--- src/rtl/irq_agg_pkg.sv ---
package irq_agg_pkg;

  localparam int unsigned NUM_BANKS  = 5;
  localparam int unsigned REG_W      = 16;
  localparam int unsigned ADDR_W     = 4;

  // word addresses
  localparam int unsigned A_SUM      = 0;
  localparam int unsigned A_SUM_MASK = 1;
  localparam int unsigned A_CFG      = 2;
  localparam int unsigned A_STAT0    = 3;
  localparam int unsigned A_MASK0    = A_STAT0 + NUM_BANKS;

  // summary group indices
  localparam int unsigned G_PEN   = 0;
  localparam int unsigned G_TDATA = 1;
  localparam int unsigned G_ADC   = 2;
  localparam int unsigned G_TMR   = 3;
  localparam int unsigned G_SYS   = 4;
  localparam int unsigned G_CHG   = 5;
  localparam int unsigned G_CUR   = 6;
  localparam int unsigned G_UV    = 7;
  localparam int unsigned G_HC    = 8;
  localparam int unsigned G_GPIO  = 9;
  localparam int unsigned NUM_GROUPS = 10;

  // group that source bit i of bank b rolls up into
  function automatic int unsigned grp_of(int unsigned b, int unsigned i);
    int unsigned g;
    case (b)
      0: begin
        if (i == 0)      g = G_PEN;
        else if (i == 1) g = G_TDATA;
        else if (i <= 5) g = G_ADC;
        else if (i <= 7) g = G_TMR;
        else             g = G_SYS;
      end
      1:       g = (i < 8) ? G_CHG : G_CUR;
      2:       g = G_UV;
      3:       g = (i < 8) ? G_UV : G_HC;
      default: g = G_GPIO;
    endcase
    return g;
  endfunction

endpackage

--- src/rtl/irq_status_bank.sv ---
module irq_status_bank #(
  parameter int unsigned W = 16
) (
  input  logic         clk_i,
  input  logic         rst_ni,
  input  logic [W-1:0] ev_i,
  input  logic         stat_we_i,
  input  logic         mask_we_i,
  input  logic [W-1:0] wdata_i,
  output logic [W-1:0] stat_o,
  output logic [W-1:0] mask_o,
  output logic [W-1:0] pend_o,
  output logic [W-1:0] clr_o
);

  logic [W-1:0] stat_q, mask_q;

  // bits acknowledged by this cycle's write
  assign clr_o = stat_we_i ? wdata_i : '0;

  always_ff @(posedge clk_i or negedge rst_ni) begin
    if (!rst_ni) begin
      stat_q <= '0;
      mask_q <= '1;
    end else begin
      stat_q <= (stat_q & ~clr_o) | ev_i;   // new event wins over clear
      if (mask_we_i) mask_q <= wdata_i;
    end
  end

  assign stat_o = stat_q;
  assign mask_o = mask_q;
  assign pend_o = stat_q & ~mask_q;

endmodule

--- src/rtl/irq_group_map.sv ---
module irq_group_map
  import irq_agg_pkg::*;
#(
  parameter int unsigned NB = 5,
  parameter int unsigned W  = 16
) (
  input  logic [NB*W-1:0] pend_i,
  output logic [W-1:0]    sum_o
);

  localparam int unsigned GW = $clog2(W);

  always_comb begin
    logic [GW-1:0] g;
    sum_o = '0;
    for (int b = 0; b < NB; b++) begin
      for (int i = 0; i < W; i++) begin
        g = GW'(grp_of(b, i));
        if (pend_i[b*W+i]) sum_o[g] = 1'b1;
      end
    end
  end

endmodule

--- src/rtl/irq_out_drv.sv ---
module irq_out_drv (
  input  logic od_mode_i,
  input  logic active_i,
  output logic pin_o,
  output logic oe_o
);

  always_comb begin
    if (od_mode_i) begin
      pin_o = 1'b0;
      oe_o  = active_i;
    end else begin
      pin_o = ~active_i;
      oe_o  = 1'b1;
    end
  end

endmodule

--- src/rtl/irq_aggregator.sv ---
module irq_aggregator
  import irq_agg_pkg::*;
#(
  parameter int unsigned NB = irq_agg_pkg::NUM_BANKS,
  parameter int unsigned W  = irq_agg_pkg::REG_W,
  parameter int unsigned AW = irq_agg_pkg::ADDR_W
) (
  input  logic          clk_i,
  input  logic          rst_ni,
  input  logic [NB*W-1:0] ev_i,
  input  logic          wr_en_i,
  input  logic          rd_en_i,
  input  logic [AW-1:0] addr_i,
  input  logic [W-1:0]  wdata_i,
  output logic [W-1:0]  rdata_o,
  output logic          irq_pin_o,
  output logic          irq_oe_o
);

  logic [NB*W-1:0] stat_flat, mask_flat, pend_flat, clr_flat;
  logic [W-1:0]    sum_w;
  logic [W-1:0]    sum_mask_q;
  logic            od_mode_q;
  logic            irq_active;
  logic [W-1:0]    rd_mux;
  logic [W-1:0]    rdata_q;

  // secondary banks
  for (genvar b = 0; b < NB; b++) begin : g_bank
    logic stat_we, mask_we;
    assign stat_we = wr_en_i && (addr_i == AW'(A_STAT0 + b));
    assign mask_we = wr_en_i && (addr_i == AW'(A_MASK0 + b));

    irq_status_bank #(.W(W)) bank_i (
      .clk_i     (clk_i),
      .rst_ni    (rst_ni),
      .ev_i      (ev_i[b*W +: W]),
      .stat_we_i (stat_we),
      .mask_we_i (mask_we),
      .wdata_i   (wdata_i),
      .stat_o    (stat_flat[b*W +: W]),
      .mask_o    (mask_flat[b*W +: W]),
      .pend_o    (pend_flat[b*W +: W]),
      .clr_o     (clr_flat[b*W +: W])
    );
  end

  irq_group_map #(.NB(NB), .W(W)) map_i (
    .pend_i (pend_flat),
    .sum_o  (sum_w)
  );

  // summary mask and configuration
  always_ff @(posedge clk_i or negedge rst_ni) begin
    if (!rst_ni) begin
      sum_mask_q <= '1;
      od_mode_q  <= 1'b0;
    end else if (wr_en_i) begin
      if (addr_i == AW'(A_SUM_MASK)) sum_mask_q <= wdata_i;
      if (addr_i == AW'(A_CFG))      od_mode_q  <= wdata_i[0];
    end
  end

  assign irq_active = |(sum_w & ~sum_mask_q);

  irq_out_drv drv_i (
    .od_mode_i (od_mode_q),
    .active_i  (irq_active),
    .pin_o     (irq_pin_o),
    .oe_o      (irq_oe_o)
  );

  // read mux and registered read data
  always_comb begin
    rd_mux = '0;
    if (addr_i == AW'(A_SUM))      rd_mux = sum_w;
    if (addr_i == AW'(A_SUM_MASK)) rd_mux = sum_mask_q;
    if (addr_i == AW'(A_CFG))      rd_mux = W'(od_mode_q);
    for (int b = 0; b < NB; b++) begin
      if (addr_i == AW'(A_STAT0 + b)) rd_mux = stat_flat[b*W +: W];
      if (addr_i == AW'(A_MASK0 + b)) rd_mux = mask_flat[b*W +: W];
    end
  end

  always_ff @(posedge clk_i or negedge rst_ni) begin
    if (!rst_ni)      rdata_q <= '0;
    else if (rd_en_i) rdata_q <= rd_mux;
  end

  assign rdata_o = rdata_q;

endmodule

--- config.mk ---
export PLATFORM = sky130hd
export DESIGN_NAME = irq_aggregator
export DESIGN_NICKNAME = d
export VERILOG_FILES = /design/src/rtl/irq_agg_pkg.sv /design/src/rtl/irq_status_bank.sv /design/src/rtl/irq_group_map.sv /design/src/rtl/irq_out_drv.sv /design/src/rtl/irq_aggregator.sv
export SDC_FILE = /design/constraint.sdc
export NUM_CORES = 1
export LEC_CHECK = 0
export ABC_AREA = 1
export BUFFER_PORTS_ARGS = -buffer_cell sky130_fd_sc_hd__buf_2
export CAP_MARGIN = 10
export CELL_PAD_IN_SITES_DETAIL_PLACEMENT = 0
export CELL_PAD_IN_SITES_GLOBAL_PLACEMENT = 2
export CORE_MARGIN = 3
export CORE_UTILIZATION = 34
export DETAILED_ROUTE_END_ITERATION = 10
export GPL_TIMING_DRIVEN = 0
export PLACE_DENSITY_LB_ADDON = 0.1
export SYNTH_ARGS = -nofsm -noshare
export SYNTH_HDL_FRONTEND = slang
export SYNTH_SLANG_ARGS = --single-unit
--- constraint.sdc ---
create_clock -name clk_i -period 2.1 [get_ports clk_i]
set_clock_uncertainty 0.05 [all_clocks]
set_input_delay 0.42 -clock clk_i [delete_from_list [all_inputs] [get_ports clk_i]]
set_output_delay 0.42 -clock clk_i [all_outputs]
set_load 0.01 [all_outputs]
==> flow_metrics.py <==
metrics = {
    "clock_tree": {
        "numCtsBuffers": 17,
        "ctsRootBufferMaster": "clkbuf_16",
        "clkLatencyLatePin_ns": 0.44,
        "h-tree-depth": 4,
        "clock_path_buffers": 2,
        "clk_pin_slew_worst_paths_ns": 0.08,
        "clock-sinks": 193,
        "tritoncts": "done",
    },
    "yosys": {
        "avgSynthCellArea_um2": 7.690,
        "synth_seq_cells": 193,
        "synth-warning-count": 0,
        "synthCells": 1237,
        "seq_area_frac_synth_pct": 52.03,
        "syn_nets": 1341,
        "synthesis.area_mm2": 0.009513,
        "synth_cell_types": 36,
    },
    "grt": {
        "grt_overflow_total": 0,
        "antenna_found_initial": 0,
        "grt_pass1_wl_mm": 48.61,
        "grt_pass1_vias": 8274,
        "grt.total_usage_pct": 21.11,
        "grt_max_degree": 100,
    },
    "power": {
        "leakage_nw": 5.591,
        "switching_share_pct": 30.35,
        "power_frac_comb_pct": 15.3,
        "intPower_mw": 6.592,
        "ir_drop_uv": 511.9,
        "power_density_mw_per_mm2": 825.9,
        "clockPowerShare_pct": 34.4,
        "sequentialPowerShare_pct": 50.3,
        "switching_power_mw": 2.872,
    },
    "finish": {
        "final_common_cell": "nand2_1",
        "n_antenna_cell": 0,
        "instances_no_fill": 1775,
        "area_growth_pct": 20.45,
        "layout_common_cells": "362 x nand2_1, 170 x inv_1, 169 x o21ai_0",
        "nNetsFinal": 1494,
        "drive_above_1_share_pct": 24.31,
    },
    "placement": {
        "pre_cts_ws_ns": -0.5834,
        "hpwl_mm": 23.58,
        "port_buffers": 121,
        "gp_congestion": 0.8379,
        "dp.cells": 1731,
    },
    "flow_run": {
        "max-cap-violations": 0,
    },
    "drt": {
        "dr_wl_met2_mm": 14.41,
        "drc_errors": 0,
        "avgRoutedWirePerCell_um": 17.68,
        "drt_first_iter_violations": 546,
        "drtAntennaViolNets": 0,
        "vias": 8362,
        "top_layer_used": "met4",
        "vias_per_cell": 4.711,
        "first_pass_iters": 5,
        "wl_met3_um": 869,
        "wl_mm": 31.39,
        "met1_length_mm": 15.63,
    },
    "setup_path": {
        "arrival_ns": 2.46,
        "critPathKind": "register to output port",
        "worstReg2RegStart": "g_bank[2].bank_i.mask_o[12]$_DFFE_PN1P_",
        "critPathMaxFanout": 2,
        "critPathLaunchType": "register",
        "worstSetupEndpointType": "output port",
        "worstPathRequired_ns": 1.63,
        "setup.worst_path.start": "g_bank[2].bank_i.mask_o[12]$_DFFE_PN1P_",
    },
    "sta": {
        "finalSetupViolations": 3,
        "post-route-min-period_ns": 2.930,
        "fmax_ghz": 0.3413,
        "holdWs_ns": 0.1009,
        "setup_slack_ns": -0.8299,
        "relSlewSlack_pct": 46.96,
        "rsz0062_at_grt": "true",
        "hold_violations": 0,
        "tightestPinTransition_ns": 0.7957,
        "period_share_pct": 139.5,
        "drv_slew": 0,
    },
    "floorplanning": {
        "top_level_ports": 122,
        "die_x_um": 173.3,
        "coreArea_mm2": 0.02725,
        "dieArea_mm2": 0.03002,
        "start_util_pct": 34.91,
        "row_count": 60,
        "dieHeight_um": 173.3,
    },
    "run_status": {
        "violations": "setup timing",
        "status": "complete, but fails checks",
    },
    "min_path": {
        "hold_path.class": "primary input to register",
        "min_from": "ev_i[74]",
    },
}
## worst max-delay path, stage by stage, from the launching register on
cell and delay [ns]:
dfstp_2 0.54, inv_2 0.04, nand2_2 0.05, nand2_2 0.06, nor2_4 0.14, nand2_2 0.07, nor2_1 0.09, nand2_1 0.10
nand2_1 0.08, nand2_1 0.06, a221oi_2 0.28, o2111ai_2 0.19, nand2b_1 0.19, buf_2 0.14
## repair_timing
| action | 4_1_cts | 5_1_grt |
|---|---|---|
| gates cloned | 0 | 0 |
| setup buffers | 5 | 6 |
| hold buffers | 1 | 0 |
| gates resized for setup | 18 | 53 |
| setup endpoints to repair | 4 | 10 |
| pin swaps | 15 | 48 |
| hold endpoints to repair | 17 | 0 |
## power groups by stage
stage               registers [mW]  clock network, mW  logic, mW
floorplan                     4.74                  0      0.813
global placement              4.80                  0       1.33
detailed placement            4.80                  0       1.36
CTS                           4.74               3.35       1.41
global route                  4.83               3.49       1.68
finish                        4.76               3.26       1.45
## cells in the mapped netlist
master     count  area [µm²]
nand2_1      379        1423
inv_1        183       686.9
o21ai_0      177       885.9
nor2_1       109       409.1
dfrtp_1       97        2427
dfstp_2       96        2522
clkbuf_1      45       168.9
o21bai_1      37       277.8
nand4_1       20       125.1
a21oi_1       15       75.07
o22ai_1       13       81.33
nand3_1       12       60.06
nor2_2         7       43.79
o2111ai_1      6       52.55
o21ai_1        5       25.02
inv_2          4       15.01
nor3_1         4       20.02
buf_2          3       15.01
buf_4          3       22.52
nand2_2        3       18.77
nand3b_1       2       15.01
nor3b_1        2       15.01
o211ai_1       2       15.01
a211oi_1       1       7.510
a221oi_1       1       8.760
a31oi_1        1       6.260
and3_1         1       6.260
buf_6          1       11.26
nand2_4        1       11.26
nand2b_1       1       6.260
nor2_4         1       11.26
nor3_4         1       16.27
nor4_1         1       6.260
o32ai_1        1       8.760
or2_0          1       6.260
or2_2          1       6.260
## cell type report
cell class,count,area [µm²]
sequential,193,4950
buffer,52,217.7
multi-input combinational,805,3807
fill,2951,15790
clock buffer,18,429.2
tap,372,465.4
inverter,187,701.9
timing repair buffer,134,739.5
clock inverter,14,147.6
## flip-flops by register name, indices dropped and copies added (netlist names)
signal and count:
sum_mask_q 16, rdata_o 16, od_mode_q 1, g_bank.bank_i.mask_o 80, g_bank.bank_i.stat_o 80
## stage by stage
stage	instance area [µm²]	util, %	power (mW)	TNS [ns]
2_1_floorplan	9513	-	5.557	0
3_3_place_gp	10580	38.84	6.127	-460.96
3_5_place_dp	10620	38.98	6.160	-26.86
4_1_cts	11290	41.43	9.496	-1.755
5_1_grt	11460	42.05	10.00	-2.451
6_report	11460	42.05	9.464	-1.745
## routing by layer
| metal | up-vias | GRT usage (%) |
|---|---|---|
| li1 | 4187 | - |
| met1 | 3996 | 30.78 |
| met2 | 151 | 33.50 |
| met3 | 28 | 2.562 |
| met4 | 0 | 5.203 |
| met5 | - | 0 |
## path summary, 6_finish.rpt
kind,to,slack (ns),depth (start not counted)
max,irq_oe_o,-0.83,13
min,g_bank[4].bank_i.stat_o[10]$_DFF_PN0_,0.10,3
max reg2reg,rdata_o[7]$_DFFE_PN0P_,-0.14,19
min reg2reg,rdata_o[15]$_DFFE_PN0P_,0.43,2
max in group asynchronous,g_bank[3].bank_i.mask_o[12]$_DFFE_PN1P_,0.51,3
min in group asynchronous,g_bank[0].bank_i.stat_o[3]$_DFF_PN0_,0.51,2
## cells by family after synthesis
group	Yosys count	share of synthesized area, %
AND/OR/NAND/NOR	546	23.12
buffers and inverters	239	9.667
flip-flops	193	52.03
AO/OA/AOI/OAI	259	15.18
Note: power is estimated with default switching activity, not from simulation.
